--- src/rtl/dsk_stat_pkg.sv ---
package dsk_stat_pkg;

  // Packed order is bit 7 down to bit 0
  typedef struct packed {
    logic bsy;
    logic drdy;
    logic dwf;
    logic dsc;
    logic drq;
    logic corr;
    logic idx;
    logic err;
  } stat_t;

  // Hide all but busy while the byte is not yet valid
  function automatic logic [7:0] mask_status(stat_t s, logic valid);
    return valid ? 8'(s) : {s.bsy, 7'b0};
  endfunction

  // Width of a down-counter able to hold n
  function automatic int cnt_width(int n);
    return (n < 2) ? 1 : $clog2(n + 1);
  endfunction

endpackage

--- src/rtl/dsk_settle_timer.sv ---
module dsk_settle_timer
  import dsk_stat_pkg::*;
#(
  parameter int SETTLE_CYC = 100
) (
  input  logic clk,
  input  logic rst_n,
  input  logic busy_q,
  output logic valid
);
  localparam int CW = cnt_width(SETTLE_CYC);

  logic [CW-1:0] cnt_q;

  always_ff @(posedge clk) begin
    if (!rst_n)              cnt_q <= '0;
    else if (busy_q)         cnt_q <= CW'(SETTLE_CYC);
    else if (cnt_q != '0)    cnt_q <= cnt_q - 1'b1;
  end

  assign valid = !busy_q && (cnt_q == '0);


  settle_start_chk: assert property (@(posedge clk) disable iff (!rst_n)
    (SETTLE_CYC > 0 && $fell(busy_q)) |-> !valid);

  settle_bound_chk: assert property (@(posedge clk) disable iff (!rst_n)
    cnt_q <= CW'(SETTLE_CYC));
endmodule

--- src/rtl/dsk_cond_sampler.sv ---
module dsk_cond_sampler
  import dsk_stat_pkg::*;
(
  input  logic  clk,
  input  logic  rst_n,
  input  logic  dev_busy,
  input  logic  dev_ready,
  input  logic  dev_wfault,
  input  logic  dev_seekdone,
  input  logic  dev_datareq,
  input  logic  dev_err,
  input  logic  index_pulse,
  input  logic  cmd_done,
  input  logic  ack,
  output stat_t stat,
  output logic  frozen
);
  logic busy_q, drdy_q, dwf_q, dsc_q, drq_q, idx_q, err_q, frz_q;
  logic err_done, hold;

  assign err_done = cmd_done && dev_err;
  assign hold     = frz_q && !ack;

  always_ff @(posedge clk) begin
    if (!rst_n) begin
      busy_q <= 1'b0; drdy_q <= 1'b0; dwf_q <= 1'b0; dsc_q <= 1'b0;
      drq_q  <= 1'b0; idx_q  <= 1'b0; err_q <= 1'b0; frz_q <= 1'b0;
    end else begin
      busy_q <= dev_busy;
      drq_q  <= dev_datareq;
      idx_q  <= index_pulse;
      if (!hold) begin
        drdy_q <= dev_ready;
        dsc_q  <= dev_seekdone;
      end
      if (cmd_done) begin
        err_q <= dev_err;
        if (!hold) dwf_q <= dev_wfault;
      end
      if (err_done)  frz_q <= 1'b1;
      else if (ack)  frz_q <= 1'b0;
    end
  end

  assign stat   = '{bsy: busy_q, drdy: drdy_q, dwf: dwf_q, dsc: dsc_q,
                    drq: drq_q, corr: 1'b1, idx: idx_q, err: err_q};
  assign frozen = frz_q;


  frozen_hold_chk: assert property (@(posedge clk) disable iff (!rst_n)
    (frz_q && !ack) |=> ($stable(drdy_q) && $stable(dsc_q) && $stable(dwf_q)));

  freeze_entry_chk: assert property (@(posedge clk) disable iff (!rst_n)
    err_done |=> frz_q);

  err_only_at_done_chk: assert property (@(posedge clk) disable iff (!rst_n)
    !cmd_done |=> $stable(err_q));
endmodule

--- src/rtl/dsk_irq_track.sv ---
module dsk_irq_track (
  input  logic clk,
  input  logic rst_n,
  input  logic cmd_done,
  input  logic ack,
  output logic intrq
);
  logic pend_q;

  always_ff @(posedge clk) begin
    if (!rst_n)        pend_q <= 1'b0;
    else if (cmd_done) pend_q <= 1'b1;
    else if (ack)      pend_q <= 1'b0;
  end

  assign intrq = pend_q;


  irq_set_chk: assert property (@(posedge clk) disable iff (!rst_n)
    cmd_done |=> intrq);

  irq_ack_chk: assert property (@(posedge clk) disable iff (!rst_n)
    (ack && !cmd_done) |=> !intrq);

  irq_hold_chk: assert property (@(posedge clk) disable iff (!rst_n)
    (!ack && !cmd_done) |=> $stable(intrq));
endmodule

--- src/rtl/dsk_status_regs.sv ---
module dsk_status_regs
  import dsk_stat_pkg::*;
#(
  parameter int SETTLE_CYC = 100,
  parameter int ADDR_W     = 4,
  parameter int STAT_ADDR  = 7,
  parameter int ALT_ADDR   = 14
) (
  input  logic              clk,
  input  logic              rst_n,
  input  logic              dev_busy,
  input  logic              dev_ready,
  input  logic              dev_wfault,
  input  logic              dev_seekdone,
  input  logic              dev_datareq,
  input  logic              dev_err,
  input  logic              index_pulse,
  input  logic              cmd_done,
  input  logic              rd_stb,
  input  logic [ADDR_W-1:0] rd_addr,
  input  logic [7:0]        cmd_reg_data,
  output logic [7:0]        rd_data,
  output logic              intrq
);
  localparam int CMDBLK_REGS = 8;

  stat_t       stat;
  logic        frozen, valid, ack, is_stat, is_alt, is_cmdblk;
  logic [7:0]  shown;

  assign is_stat   = (rd_addr == ADDR_W'(STAT_ADDR));
  assign is_alt    = (rd_addr == ADDR_W'(ALT_ADDR));
  assign is_cmdblk = (rd_addr <  ADDR_W'(CMDBLK_REGS));
  assign ack       = rd_stb && is_stat;

  dsk_cond_sampler u_smp (
    .clk(clk), .rst_n(rst_n), .dev_busy(dev_busy), .dev_ready(dev_ready),
    .dev_wfault(dev_wfault), .dev_seekdone(dev_seekdone),
    .dev_datareq(dev_datareq), .dev_err(dev_err), .index_pulse(index_pulse),
    .cmd_done(cmd_done), .ack(ack), .stat(stat), .frozen(frozen));

  dsk_settle_timer #(.SETTLE_CYC(SETTLE_CYC)) u_tmr (
    .clk(clk), .rst_n(rst_n), .busy_q(stat.bsy), .valid(valid));

  dsk_irq_track u_irq (
    .clk(clk), .rst_n(rst_n), .cmd_done(cmd_done), .ack(ack), .intrq(intrq));

  assign shown = mask_status(stat, valid);

  always_comb begin
    if (is_stat || is_alt)  rd_data = shown;
    else if (is_cmdblk)     rd_data = stat.bsy ? shown : cmd_reg_data;
    else                    rd_data = 8'h00;
  end


  busy_alias_chk: assert property (@(posedge clk) disable iff (!rst_n)
    (stat.bsy && is_cmdblk) |-> (rd_data == shown));

  alt_same_chk: assert property (@(posedge clk) disable iff (!rst_n)
    is_alt |-> (rd_data == shown));

  busy_mask_chk: assert property (@(posedge clk) disable iff (!rst_n)
    (stat.bsy && (is_stat || is_alt)) |-> (rd_data[6:0] == 7'b0));

  corr_one_chk: assert property (@(posedge clk) disable iff (!rst_n)
    (valid && is_stat) |-> rd_data[2]);

  alt_no_release_chk: assert property (@(posedge clk) disable iff (!rst_n)
    (frozen && !cmd_done && rd_stb && is_alt) |=> frozen);
endmodule

--- config.mk ---
export PLATFORM = sky130hd
export DESIGN_NAME = dsk_status_regs
export DESIGN_NICKNAME = d
export VERILOG_FILES = /design/src/rtl/dsk_stat_pkg.sv /design/src/rtl/dsk_settle_timer.sv /design/src/rtl/dsk_cond_sampler.sv /design/src/rtl/dsk_irq_track.sv /design/src/rtl/dsk_status_regs.sv
export SDC_FILE = /design/constraint.sdc
export NUM_CORES = 1
export LEC_CHECK = 0
export ABC_AREA = 0
export BUFFER_PORTS_ARGS = -buffer_cell sky130_fd_sc_hd__buf_4
export CAP_MARGIN = 20
export CELL_PAD_IN_SITES_DETAIL_PLACEMENT = 0
export CELL_PAD_IN_SITES_GLOBAL_PLACEMENT = 1
export CORE_MARGIN = 10
export CORE_UTILIZATION = 33
export DETAILED_ROUTE_END_ITERATION = 12
export GPL_TIMING_DRIVEN = 0
export PLACE_DENSITY_LB_ADDON = 0.1
export SLEW_MARGIN = 20
export SYNTH_ARGS = -nofsm -noshare
export SYNTH_HDL_FRONTEND = slang
export SYNTH_SLANG_ARGS = --single-unit
--- constraint.sdc ---
create_clock -name clk -period 2.5 [get_ports clk]
set_input_delay 0.25 -clock clk [delete_from_list [all_inputs] [get_ports clk]]
set_output_delay 0.25 -clock clk [all_outputs]
set_load 0.02 [all_outputs]
; Word level (Yosys, flattened, before mapping)
; Cells that the tools add are included.
[word_totals]
elab_cells = 40
ff_bits = 16
[classes]
magnitude_cmp = 1
n_bitwise = 2
reduce_logical = 14
mux = 9
n_eq_ne = 2
add_sub_neg = 1
[op_table]
columns = cell, n
row1 = 8-bit two-way mux, 3
row2 = 7-bit two-way mux, 3
row3 = 7-bit logical NOT, 1
row4 = 7-bit nonzero test, 1
row5 = "7-bit by 1-bit subtractor with 7-bit output, second input constant", 1
row6 = 2-bit nonzero test, 3
row7 = "4-bit by 3-bit == test with 1-bit output, second input constant", 1
row8 = "4-bit == test, second input constant", 1
row9 = 1-bit logical AND, 4
row10 = "4-bit < comparator, second input constant", 1
row11 = 1-bit two-way mux, 3
row12 = 1-bit logical NOT, 2
row13 = 1-bit inverter, 2
row14 = 2-bit AND reduction, 1
row15 = 2-bit OR reduction, 1
row16 = 1-bit logical OR, 1

; Longest topological paths before layout
[depth]
word_depth = 6
depth_mapped = 7
mapped_depth_nobuf = 5

; Cells and area by module
; From an unflattened synthesis, not the netlist that was laid out.
[unflattened]
cells_unflattened = 96
hier_area_um2 = 904.6
[by_module_without_submodules]
columns = mod, instances, seq_area_each_um2, cells_each, area_each_um2
row1 = dsk_cond_sampler, 1, 160.2, 35, 350.3
row2 = dsk_settle_timer, 1, 140.1, 38, 350.3
row3 = dsk_status_regs, 1, 0.0, 20, 162.7
row4 = dsk_irq_track, 1, 20.0, 3, 41.3

; Least setup slack after synthesis
; Ideal clock, no wire load.
[synth_path]
path_type = register -> output
start = register u_tmr.cnt_q[0]
end = output port rd_data[0]
stages_incl_launch_ff = 8
required_ps = 2250
setup_slack_ps = 300
arrival_ps = 1950
n_path_buf = 2
cell_sequence = dfxtp_1 inv_1 ha_1 or3b_1 clkbuf_2 or3_1 buf_2 o21ai_0
[synth_via]
elab_chain_cells = 6
[synth_lines]
columns = element, line_no
row1 = from (decl), dsk_settle_timer.sv:13  ; logic [CW-1:0] cnt_q;
row2 = from (signal assigned), dsk_settle_timer.sv:17  ; else if (busy_q) cnt_q <= CW'(SETTLE_CYC);
row3 = from (signal assigned), dsk_settle_timer.sv:18  ; else if (cnt_q != '0) cnt_q <= cnt_q - 1'b1;
row4 = 7-bit logical NOT (*), dsk_settle_timer.sv:21  ; assign valid = !busy_q && (cnt_q == '0);
row5 = 1-bit logical AND (*), dsk_settle_timer.sv:21
row6 = 7-bit two-way mux (*), dsk_stat_pkg.sv:17  ; return valid ? 8'(s) : {s.bsy, 7'b0};
row7 = 8-bit two-way mux (2 in a row), dsk_status_regs.sv:52  ; else if (is_cmdblk) rd_data = stat.bsy ? shown : cmd_reg_data;
row8 = 8-bit two-way mux (*), dsk_status_regs.sv:51  ; if (is_stat || is_alt) rd_data = shown;
row9 = to (decl), dsk_status_regs.sv:22  ; output logic [7:0] rd_data,
; Mark *: on every way between the ends. The rest lies on a longest branch, timed or not.

; Final worst setup path
[layout_path]
start = register u_tmr.cnt_q[0]
end = output port rd_data[4]
; The elaborated chain is that of the path after synthesis.

==> results.py <==
metrics = {
    "timing": {
        "fin_worst_skew_ps": 3.73,
        "fin_crit_sh": 0.950,
        "hold_viol": 0,
        "clock.fmax_mhz": 421,
        "fin_setup_tns_ps": 0,
        "whs_ps": 174,
        "period_minus_slack_ps": 2380,
        "final_max_slew_viol_count": 0,
        "worst_pin_slew_ps": 827,
        "rsz0062_at_grt": "no",
        "finalSetupViolCount": 0,
        "slew_headroom": 0.445,
    },
    "setup_path": {
        "crit_required_ps": 2250,
        "r2r_slack_ps": 730,
        "path_class": "reg2out",
        "critPathLaunchType": "flip-flop",
        "arrival_ps": 2130,
        "rr_worst_depth": 6,
        "r2r_start": "u_tmr.cnt_q[0]",
        "end_kind": "primary output",
        "timing.rr.end": "u_tmr.cnt_q[1]",
        "worst-path-max-fanout": 7,
    },
    "route": {
        "routed_wl_mm": 2.20,
        "route.detailed.drc": 0,
        "drtIter0Drc": 31,
        "viasPerCell": 5.01,
        "wire_per_inst_um": 13.5,
        "vias": 816,
        "drt_pass1_iterations": 4,
        "ant_nets": 0,
    },
    "power_and_ir_drop": {
        "vdd_ir_drop_max_mv": 0.543,
        "clockPowerShare": 0.188,
        "switchingPower_mw": 0.316,
        "p_sw_frac": 0.358,
        "powerDensity_mw_per_mm2": 788,
        "power_frac_seq": 0.404,
        "power_mw": 0.883,
        "leakage_nw": 0.485,
        "internal_power_mw": 0.567,
        "combPwrFrac": 0.408,
    },
    "clock_network": {
        "clock-sinks": 16,
        "clk_path_buf_depth": 2,
        "clk_latency_ps": 280,
        "holdBufCountCts": 0,
        "cts-root-buf": "clkbuf_4",
        "postCtsSetupRepairBufs": 0,
        "htreeDepth": 1,
        "tritoncts": "done",
        "numCtsBuffers": 3,
        "cts.clk_slew.worst_paths_ps": 90,
    },
    "min_path": {
        "worstHoldPathType": "in2reg",
        "hp-start": "dev_busy",
        "hold_depth": 2,
        "whs_endpoint": "u_smp.busy_q",
    },
    "die": {
        "die_h_um": 69.6,
        "core_sq_mm": 0.00228,
        "row_count": 17,
        "ios": 32,
        "start_util": 0.357,
        "die_area_sq_mm": 0.00484,
        "die_x_um": 69.6,
    },
    "logic_synthesis": {
        "syn_inst": 101,
        "ys_ff_latch": 16,
        "async_flop_share": 0,
        "synth-seq-area-share": 0.394,
        "synth.distinct_cells": 34,
        "yosys_warnings": 0,
        "synth-edff-count": 0,
        "synth_ff_type": "dfxtp_1",
        "syn_avg_cell_area_sq_um": 8.04,
        "syn_nets": 125,
        "synthesis.area_sq_um": 812,
    },
    "global_routing": {
        "antenna_found_initial": 0,
        "grt_first_pass_wirelength_mm": 3.64,
        "grt_use_total": 0.0878,
        "grt_max_degree": 11,
        "grt_overflow_total": 0,
        "grt_pass1_vias": 766,
    },
    "status": {
        "status": "complete, no violations",
    },
    "place": {
        "dpl.hpwl_mm": 1.81,
        "gp_congestion": 0.720,
        "place.port_buffers": 31,
    },
    "layout": {
        "final_nets": 160,
        "area.growth.synth_to_final_pct": 37.9,
        "drive_gt1_frac": 0.304,
        "insertedDiodeCount": 0,
    },
    "run": {
        "cap_violations": 0,
    },
}
-- cell usage after synthesis, types with 2 or more instances --
master,instances,share of area
nand3b_1,2,0.018
nand4_1,6,0.046
a21oi_1,4,0.025
nor4_1,2,0.015
nand2_1,18,0.083
o211ai_1,2,0.018
xor2_1,2,0.022
or3_1,2,0.015
mux2i_1,3,0.037
dfxtp_1,16,0.39
inv_1,6,0.028
a32o_1,2,0.025
nor3_1,3,0.018
clkbuf_1,2,0.0092
o21ai_0,10,0.062
and2_1,3,0.023
-- cells by family after synthesis --
group | count (synthesis) | synth area share
adder cells (fa/ha/maj) | 1 | 0.0154
XOR/XNOR | 2 | 0.0216
multiplexers | 3 | 0.0370
buffers and inverters | 11 | 0.0539
AO/OA/AOI/OAI | 25 | 0.203
flip-flops | 16 | 0.394
AND/OR/NAND/NOR | 43 | 0.274
-- state kept, by name (all words and copies together) (netlist names) --
name and count:
u_irq.intrq 1, u_smp.busy_q 1, u_smp.drdy_q 1, u_smp.drq_q 1, u_smp.dsc_q 1, u_smp.dwf_q 1, u_smp.err_q 1, u_smp.frozen 1
u_smp.idx_q 1, u_tmr.cnt_q 7
-- metrics by stage --
step | instances | util | instance area (sq um) | worst slack (ps)
after detailed placement | 160 | 0.474 | 1080 | 278
after CTS | 164 | 0.493 | 1120 | 30.7
after floorplan | 101 | - | 812 | 300
final | 163 | 0.492 | 1120 | 124
after global routing | 163 | 0.492 | 1120 | 9.53
after global placement | 160 | 0.474 | 1080 | 252
-- critical path: stages (launching register included) --
cell and delay (ps):
dfxtp_2 350, inv_1 50, ha_1 190, or3b_4 440, or3_1 310, buf_2 160
o21ai_0 170, buf_4 170
-- repair_timing --
item                                   CTS  global route
resized for setup                        1             3
setup endpoints to repair                1             7
endpoints found under the hold margin    0             0
gates cloned                             0             0
-- per-layer routing --
| layer | GRT usage | share of wire | vias up |
|---|---|---|---|
| li1 | - | - | 431 |
| met1 | 0.123 | 0.49 | 356 |
| met2 | 0.114 | 0.41 | 27 |
| met3 | 0.0428 | 0.094 | 2 |
| met4 | 0.0200 | 0.0036 | 0 |
| met5 | 0 | 0 | - |
-- how the worst max path moves through the flow --
stage	cells past startpoint	end	start
6_report	7	rd_data[4]	u_tmr.cnt_q[0]
5_1_grt	7	rd_data[4]	u_tmr.cnt_q[0]
4_1_cts	8	rd_data[4]	u_tmr.cnt_q[0]
3_5_place_dp	7	rd_data[2]	u_tmr.cnt_q[0]
3_3_place_gp	7	rd_data[2]	u_tmr.cnt_q[0]
2_1_floorplan	7	rd_data[0]	u_tmr.cnt_q[0]
-- power groups by stage --
stage | clock network, mW | registers, mW | logic, mW
3_3_place_gp | 0 | 0.357 | 0.346
6_report | 0.166 | 0.357 | 0.360
3_5_place_dp | 0 | 0.360 | 0.352
4_1_cts | 0.171 | 0.353 | 0.359
2_1_floorplan | 0 | 0.349 | 0.255
5_1_grt | 0.182 | 0.365 | 0.404
-- area by class of cell --
class                           instances  area (sq um)
Tap cell                               28          35.0
Inverter                                6          22.5
Multi-Input combinational cell         74           455
Fill cell                             227          1160
Clock buffer                            4          36.3
Timing Repair Buffer                   31           233
Buffer                                  4          16.3
Sequential cell                        16           322
-- cells in the final DEF, fill, tap and decap left out, types with 2 or more instances in the layout --
cell type,instances
a21oi_1,4
a32o_1,2
and2_1,3
buf_4,31
clkbuf_1,2
clkbuf_4,3
dfxtp_1,15
inv_1,6
mux2i_1,3
nand2_1,18
nand3b_1,2
nand4_1,6
nor3_1,2
nor4_1,2
o211ai_1,2
o21ai_0,9
or3_1,2
xor2_1,2
Note: power is estimated with default switching activity, not from simulation.
